==> config.mk <==
export PLATFORM = sky130hd
export DESIGN_NAME = usart_clkgen
export DESIGN_NICKNAME = d
export VERILOG_FILES = /design/src/rtl/usart_clkgen_pkg.sv /design/src/rtl/usart_baud_divider.sv /design/src/rtl/usart_post_divider.sv /design/src/rtl/usart_edge_sync.sv /design/src/rtl/usart_clkgen.sv
export SDC_FILE = /design/constraint.sdc
export NUM_CORES = 1
export LEC_CHECK = 0
export BUFFER_PORTS_ARGS = -buffer_cell sky130_fd_sc_hd__buf_2
export CAP_MARGIN = 20
export CORE_UTILIZATION = 45
export DETAILED_ROUTE_END_ITERATION = 16
export PLACE_DENSITY = 0.68
export SETUP_SLACK_MARGIN = 0.3
export SLEW_MARGIN = 20
export SYNTH_ARGS = -nofsm -noshare
export SYNTH_HDL_FRONTEND = slang
export SYNTH_SLANG_ARGS = --single-unit
export TNS_END_PERCENT = 1
==> constraint.sdc <==
create_clock -name clk -period 4.4 [get_ports clk]
set_input_delay 0.88 -clock clk [delete_from_list [all_inputs] [get_ports clk]]
set_output_delay 0.88 -clock clk [all_outputs]
set_load 0.02 [all_outputs]
==> src/rtl/usart_clkgen_pkg.sv <==
package usart_clkgen_pkg;

   typedef enum logic [1:0] {
      MODE_ASYNC_NORM  = 2'd0,
      MODE_ASYNC_DBL   = 2'd1,
      MODE_SYNC_MASTER = 2'd2,
      MODE_SYNC_SLAVE  = 2'd3
   } clk_mode_e;

   function automatic clk_mode_e decode_mode(input logic sync_sel,
                                             input logic dbl_sel,
                                             input logic drive_sel);
      if (!sync_sel)
         return dbl_sel ? MODE_ASYNC_DBL : MODE_ASYNC_NORM;
      return drive_sel ? MODE_SYNC_MASTER : MODE_SYNC_SLAVE;
   endfunction

endpackage

==> src/rtl/usart_baud_divider.sv <==
module usart_baud_divider #(
   parameter int DIV_W = 12
) (
   input  logic             clk,
   input  logic             rst_n,
   input  logic [DIV_W-1:0] load_val,
   input  logic             load_stb,
   output logic             tick
);

   generate
      if (DIV_W < 2 || DIV_W > 24) begin : g_bad_width
         $error("usart_baud_divider: DIV_W out of range");
      end
   endgenerate

   logic [DIV_W-1:0] count_q;
   logic             at_zero;

   assign at_zero = (count_q == '0);

   always_ff @(posedge clk or negedge rst_n) begin
      if (!rst_n)
         count_q <= '0;
      else if (load_stb || at_zero)
         count_q <= load_val;
      else
         count_q <= count_q - 1'b1;
   end

   assign tick = at_zero && !load_stb;

endmodule

==> src/rtl/usart_post_divider.sv <==
module usart_post_divider
   import usart_clkgen_pkg::*;
#(
   parameter int NORM_RATIO = 16,
   parameter int DBL_RATIO  = 8,
   parameter int SYNC_RATIO = 2
) (
   input  logic      clk,
   input  logic      rst_n,
   input  logic      base_tick,
   input  clk_mode_e mode,
   output logic      tx_tick,
   output logic      phase
);

   localparam int PW = (NORM_RATIO > 2) ? $clog2(NORM_RATIO) : 1;
   localparam logic [PW-1:0] NORM_LIM  = PW'(NORM_RATIO - 1);
   localparam logic [PW-1:0] DBL_LIM   = PW'(DBL_RATIO - 1);
   localparam logic [PW-1:0] SYNC_LIM  = PW'(SYNC_RATIO - 1);
   localparam logic [PW-1:0] HALF_MARK = PW'(SYNC_RATIO / 2);

   generate
      if (!(NORM_RATIO >= DBL_RATIO && DBL_RATIO >= SYNC_RATIO && SYNC_RATIO >= 2)) begin : g_bad_ratio
         $error("usart_post_divider: ratios must satisfy NORM >= DBL >= SYNC >= 2");
      end
   endgenerate

   logic [PW-1:0] pcnt_q;
   logic [PW-1:0] limit;
   logic          wrap;

   always_comb begin
      case (mode)
         MODE_ASYNC_NORM: limit = NORM_LIM;
         MODE_ASYNC_DBL:  limit = DBL_LIM;
         default:         limit = SYNC_LIM;
      endcase
   end

   assign wrap = (pcnt_q >= limit);

   always_ff @(posedge clk or negedge rst_n) begin
      if (!rst_n)
         pcnt_q <= '0;
      else if (base_tick)
         pcnt_q <= wrap ? '0 : pcnt_q + 1'b1;
   end

   assign tx_tick = base_tick && wrap;
   assign phase   = (pcnt_q >= HALF_MARK);

endmodule

==> src/rtl/usart_edge_sync.sv <==
module usart_edge_sync #(
   parameter int STAGES = 2
) (
   input  logic clk,
   input  logic rst_n,
   input  logic pin,
   input  logic fall_sel,
   output logic edge_tick
);

   generate
      if (STAGES < 2 || STAGES > 4) begin : g_bad_stages
         $error("usart_edge_sync: STAGES must be 2 to 4");
      end
   endgenerate

   logic [STAGES-1:0] chain_q;
   logic              last_q;
   logic              synced;

   always_ff @(posedge clk or negedge rst_n) begin
      if (!rst_n) begin
         chain_q <= '0;
         last_q  <= 1'b0;
      end else begin
         chain_q <= {chain_q[STAGES-2:0], pin};
         last_q  <= chain_q[STAGES-1];
      end
   end

   assign synced    = chain_q[STAGES-1];
   assign edge_tick = fall_sel ? (!synced && last_q) : (synced && !last_q);

endmodule

==> src/rtl/usart_clkgen.sv <==
module usart_clkgen
   import usart_clkgen_pkg::*;
#(
   parameter int DIV_W       = 12,
   parameter int NORM_RATIO  = 16,
   parameter int DBL_RATIO   = 8,
   parameter int SYNC_RATIO  = 2,
   parameter int SYNC_STAGES = 2
) (
   input  logic             clk,
   input  logic             rst_n,
   input  logic [DIV_W-1:0] div_val,
   input  logic             div_lo_wr,
   input  logic             sync_mode,
   input  logic             dbl_speed,
   input  logic             pin_dir,
   input  logic             clk_pol,
   input  logic             xck_in,
   output logic             xck_out,
   output logic             xck_oe,
   output logic             tx_tick,
   output logic             rx_tick
);

   clk_mode_e mode;
   logic      base_tick;
   logic      post_tick;
   logic      post_phase;
   logic      slave_tick;

   assign mode = decode_mode(sync_mode, dbl_speed, pin_dir);

   usart_baud_divider #(.DIV_W(DIV_W)) u_div (
      .clk      (clk),
      .rst_n    (rst_n),
      .load_val (div_val),
      .load_stb (div_lo_wr),
      .tick     (base_tick)
   );

   usart_post_divider #(
      .NORM_RATIO (NORM_RATIO),
      .DBL_RATIO  (DBL_RATIO),
      .SYNC_RATIO (SYNC_RATIO)
   ) u_post (
      .clk       (clk),
      .rst_n     (rst_n),
      .base_tick (base_tick),
      .mode      (mode),
      .tx_tick   (post_tick),
      .phase     (post_phase)
   );

   usart_edge_sync #(.STAGES(SYNC_STAGES)) u_edge (
      .clk       (clk),
      .rst_n     (rst_n),
      .pin       (xck_in),
      .fall_sel  (clk_pol),
      .edge_tick (slave_tick)
   );

   always_comb begin
      case (mode)
         MODE_ASYNC_NORM,
         MODE_ASYNC_DBL: begin
            tx_tick = post_tick;
            rx_tick = base_tick;
         end
         MODE_SYNC_MASTER: begin
            tx_tick = post_tick;
            rx_tick = post_tick;
         end
         default: begin
            tx_tick = slave_tick;
            rx_tick = slave_tick;
         end
      endcase
   end

   assign xck_oe  = (mode == MODE_SYNC_MASTER);
   assign xck_out = ((mode == MODE_SYNC_MASTER) && post_phase) ^ clk_pol;

endmodule

# After elaboration in Yosys (flattened, before gate mapping)
# Cells that the tools add are included.
[classes] n_mux=9 reduce_logical=13 eq_ne=2 addsub=2 bitwise=1 magnitude_cmp=2
[op_table] op="12-bit zero test" count=1
[op_table] op="12-bit two-way mux" count=1
[op_table] op="12-bit by 1-bit subtractor with 12-bit output, second input constant" count=1
[op_table] op="4-bit one-hot mux with 2 select lines" count=1
[op_table] op="1-bit logical AND" count=5
[op_table] op="4-bit by 1-bit adder with 4-bit output, second input constant" count=1
[op_table] op="4-bit by 1-bit >= comparator with 1-bit output, second input constant" count=1
[op_table] op="4-bit >= comparator" count=1
[op_table] op="1-bit two-way mux" count=4
[op_table] op="4-bit two-way mux" count=1
[op_table] op="1-bit zero test" count=3
[op_table] op="3-bit OR reduction" count=1
[op_table] op="2-bit by 1-bit == test with 1-bit output, second input constant" count=1
[op_table] op="2-bit == test, second input constant" count=1
[op_table] op="2-bit zero test" count=1
[op_table] op="2-bit two-way mux" count=1
[op_table] op="1-bit one-hot mux with 2 select lines" count=1
[op_table] op="2-bit OR reduction" count=1
[op_table] op="1-bit logical OR" count=1
[op_table] op="1-bit bitwise XOR" count=1
[totals] out_inout_bits=4 wordCells=33 reg_bits=19 inputBits=20

# Logic depth before layout (Yosys ltp)
[depth] depth_word=7 ltp_mapped=7

# Hierarchy
# A second synthesis with hierarchy kept.
[hier_totals] cells_unflattened=121 hier_area_um2=1193.6
[by_module_without_submodules] mod="usart_baud_divider" area_each_um2=709.4 instances=1 cells_per_inst=72
[by_module_without_submodules] mod="usart_post_divider" area_each_um2=305.3 instances=1 cells_per_inst=33
[by_module_without_submodules] mod="usart_edge_sync" area_each_um2=97.6 instances=1 cells_per_inst=6
[by_module_without_submodules] mod="usart_clkgen" area_each_um2=81.3 instances=1 cells_per_inst=10

# Worst setup path before layout
# No wires, ideal clock.
[synth_path] path_type="input to output" from="input dbl_speed" to="output rx_tick" path_stages=6 setup_slack_ns=1.084 t_arrival_ns=2.436 path_buffers=0 cell_sequence="or2_2 > ha_1 > nand2_1 > o21ai_0 > a21boi_0 > o21ai_0"
[synth_between] elab_chain_cells=7
[synth_lines] element="start, declared" line="usart_clkgen.sv:15" source="input logic dbl_speed,"
[synth_lines] element="1-bit two-way mux *" line="usart_clkgen_pkg.sv:14" source="return dbl_sel ? MODE_ASYNC_DBL : MODE_ASYNC_NORM;"
[synth_lines] element="2-bit two-way mux *" line="usart_clkgen_pkg.sv:15" source="return drive_sel ? MODE_SYNC_MASTER : MODE_SYNC_SLAVE;"
[synth_lines] element="2-bit by 1-bit == test with 1-bit output / 2-bit zero test (equally long branches)" line="usart_post_divider.sv:33, usart_clkgen.sv:63"
[synth_lines] element="4-bit one-hot mux with 2 select lines" line="usart_post_divider.sv:33" source="case (mode)"
[synth_lines] element="4-bit >= comparator" line="usart_post_divider.sv:40" source="assign wrap = (pcnt_q >= limit);"
[synth_lines] element="1-bit logical AND" line="usart_post_divider.sv:49" source="assign tx_tick = base_tick && wrap;"
[synth_lines] element="1-bit one-hot mux with 2 select lines *" line="usart_clkgen.sv:63" source="case (mode)"
[synth_lines] element="end, declared" line="usart_clkgen.sv:22" source="output logic rx_tick"
# Every way passes the cells marked *; elsewhere a longest branch is shown, timed or not.

# Worst setup path in the final report
[layout_path] from="register u_div.count_q[0]" to="output tx_tick"
[layout_between] elab_chain_cells=4
[layout_lines] element="start, declared" line="usart_baud_divider.sv:17" source="logic [DIV_W-1:0] count_q;"
[layout_lines] element="start signal, assigned" line="usart_baud_divider.sv:26" source="count_q <= load_val;"
[layout_lines] element="start signal, assigned" line="usart_baud_divider.sv:28" source="count_q <= count_q - 1'b1;"
[layout_lines] element="12-bit zero test" line="usart_baud_divider.sv:20" source="assign at_zero = (count_q == '0);"
[layout_lines] element="1-bit logical AND" line="usart_baud_divider.sv:31" source="assign tick = at_zero && !load_stb;"
[layout_lines] element="1-bit logical AND" line="usart_post_divider.sv:49"
[layout_lines] element="1-bit two-way mux" line="usart_clkgen.sv:63"
[layout_lines] element="end, declared" line="usart_clkgen.sv:21" source="output logic tx_tick,"
# No other way between the ends.

==> results.toml <==
[status]
status = "completed"

[yosys]
ys_seq_elements = 19
synth_commonest_cells = "dfrtp_1 (19), nor2_1 (14), a21oi_1 (11)"
yosysMostFrequentCell = "dfrtp_1"
synth_top_cells_by_area = "dfrtp_1 (41%), ha_1 (8.7%), xnor2_1 (6.1%), a21oi_1 (4.8%), nor2_1 (4.6%)"
netlist_instances = 120
ys_warn_count = 0
synthesis.area_um2 = 1152
synth_seq_area_share_pct = 41.26
yosys_most_used_dff = "dfrtp_1"
syn-num-nets = 148
yosysTopAreaCell = "dfrtp_1"
synth_cell_type_count = 39
synth-edff-count = 0
ys_async_sr_fraction_pct = 100.0
avgSynthCellArea_um2 = 9.603
yosysTopAreaCellShare_pct = 41.26

[clocking]
numClockSinks = 19
h-tree-depth = 1
hold_buffers = 0
clockRootBuffer = "clkbuf_4"
cts-buffers-inserted = 3
cts_max_path_buffers = 2
clk_pin_slew_ps = 110
cts_setup_buffers = 0
cts-resized-gates = 0
worst_skew_pair.late_latency_ps = 290
cts_tree = "done"

[worst_setup_path]
critical_path_class = "flop to output pin"
r2r_setup_slack_ps = 2170
cp.arrival_ps = 2560
critPathRequiredTime_ps = 3520
path_max_fanout = 6
setup.worst_path.end_class = "output pin"
start_kind = "flop"

[timing]
finalCritPeriodShare_pct = 78.14
drv_slew = 0
rsz0062_at_grt = "no"
worst_pin_slew_ps = 466.2
fin_crit_ps = 3438
setup-tns-final_ps = 0
timing.fmax_mhz = 290.8
hold_viol_final = 0
skew_ps = 2.640
finalSetupViolCount = 0
timing.slew.headroom_pct = 68.59

[detailed_routing]
via_per_inst = 5.279
wl_met1_um = 1031
top_layer = "met4"
num_vias = 908
drt_wl_total_um = 2120
drt_drc_violations_left = 0
drt_iter0_markers = 14
met3_length_um = 130
wl_per_cell_um = 12.33
dr_wl_met2_um = 949
first_pass_iters = 4
ant_nets = 0

[pwr]
peakVddDrop_uv = 307.2
p_leak_uw = 0.0005563
powerDensity_nw_per_um2 = 269.1

[floorplan]
die_h_um = 52.61
die_area_um2 = 2767
rows = 17
die_w_um = 52.61
start_util_pct = 49.70
boundaryPins = 24
coreArea_um2 = 2318

[grt]
overflow = 0
first_global_vias = 830
grt_usage_pct = 18.12
grt_start_max_net_pins = 22
grt_pass1_wl_um = 3705
grt_antenna_before_repair = 0

[final_layout]
drive_gt1_share_pct = 25.00
num-fill-cells = 219
diodes = 0
nets = 173
fin_cells = 172
syn_to_final_growth_pct = 13.79

[hold_path]
hold_path.class = "flop to flop"

[placed_design]
gp_congestion = 0.8511
hpwlAfterDp_um = 1633
numPortBuffers = 23
dp.cells = 168

[run]
maxCapViolCount = 0
## final timing paths
check | start | to | cells past startpoint
worst min-delay path | u_edge.chain_q[0] | u_edge.chain_q[1] | 0
max in group asynchronous | rst_n | u_div.count_q[7] | 1
worst max-delay path | u_div.count_q[0] | tx_tick | 7
worst max register to register | u_div.count_q[0] | u_post.pcnt_q[2] | 6
min in group asynchronous | rst_n | u_post.pcnt_q[0] | 1
worst min register to register | u_edge.chain_q[0] | u_edge.chain_q[1] | 0
## power breakdown
part	total, uW	leakage (uW)	switching [uW]	internal [uW]
logic	63.9	0.000326	33.4	30.5
clock network	87.1	0.0000177	53.3	33.8
registers	202	0.000213	13.5	188
total	353	0.000556	100	253
## final cells by class
class / instances / area [um^2] / area share (%)
Tap cell: 28 / 35.03 / 2.672
Multi-Input combinational cell: 91 / 631.9 / 48.19
Clock inverter: 1 / 5.005 / 0.3817
Sequential cell: 19 / 475.5 / 36.26
Clock buffer: 3 / 22.52 / 1.718
Inverter: 7 / 26.28 / 2.004
Timing Repair Buffer: 23 / 115.1 / 8.779
## worst max-delay path: stages (launching register included)
cell and delay [ps]:
dfrtp_1 410, inv_1 100, ha_1 170, or4b_1 510
or4_4 470, nand2b_4 180, o31ai_1 230, buf_2 200
## layout by cell type, fill, tap and decap left out, types with 2 or more instances in the layout
master and instances:
nor2_1 14, nor3b_1 2, nand3_1 2, nand2_1 3
ha_1 8, a21oi_1 11, buf_2 23, or2_2 2
or3_1 2, inv_1 7, dfrtp_1 19, o21ai_0 6
o31ai_1 2, xnor2_1 8, nand2b_1 2, nor3_1 3
clkbuf_4 3, nor4_1 5
## per-layer routing
metal,global-route usage [%],up-vias
li1,-,480
met1,24.46,399
met2,28.90,27
met3,5.507,2
met4,2.632,0
met5,0,-
## state kept, by name, summed over array words and instances, names as in the netlist
| register | flops |
|---|---|
| u_edge.chain_q | 2 |
| u_post.pcnt_q | 4 |
| u_div.count_q | 12 |
| u_edge.last_q | 1 |
## cell families after synthesis
| kind of cell | count (synthesis) | share of synthesized area [%] |
|---|---|---|
| and+or+nand+nor | 43 | 21.17 |
| AOI/OAI and AO/OA | 29 | 16.29 |
| DFF | 19 | 41.26 |
| buffers and inverters | 10 | 3.909 |
| xor gates and xnor gates | 9 | 6.841 |
| adders and majority gates | 8 | 8.687 |
| muxes | 2 | 1.846 |
## per-stage QoR
| step | utilization (%) | total power, uW | hold WS (ps) | area (um^2) | worst slack (ps) |
|---|---|---|---|---|---|
| after CTS | 56.56 | 356.2 | 374.0 | 1311 | 966.3 |
| after floorplan | - | 246.3 | 331.2 | 1152 | 1084 |
| after detailed placement | 55.37 | 269.6 | 338.6 | 1284 | 984.1 |
| final | 56.56 | 352.9 | 366.1 | 1311 | 961.7 |
| after global routing | 56.56 | 375.0 | 384.2 | 1311 | 811.7 |
| after global placement | 55.37 | 267.2 | 337.1 | 1284 | 1040 |
Note: power is estimated with default switching activity, not from simulation.
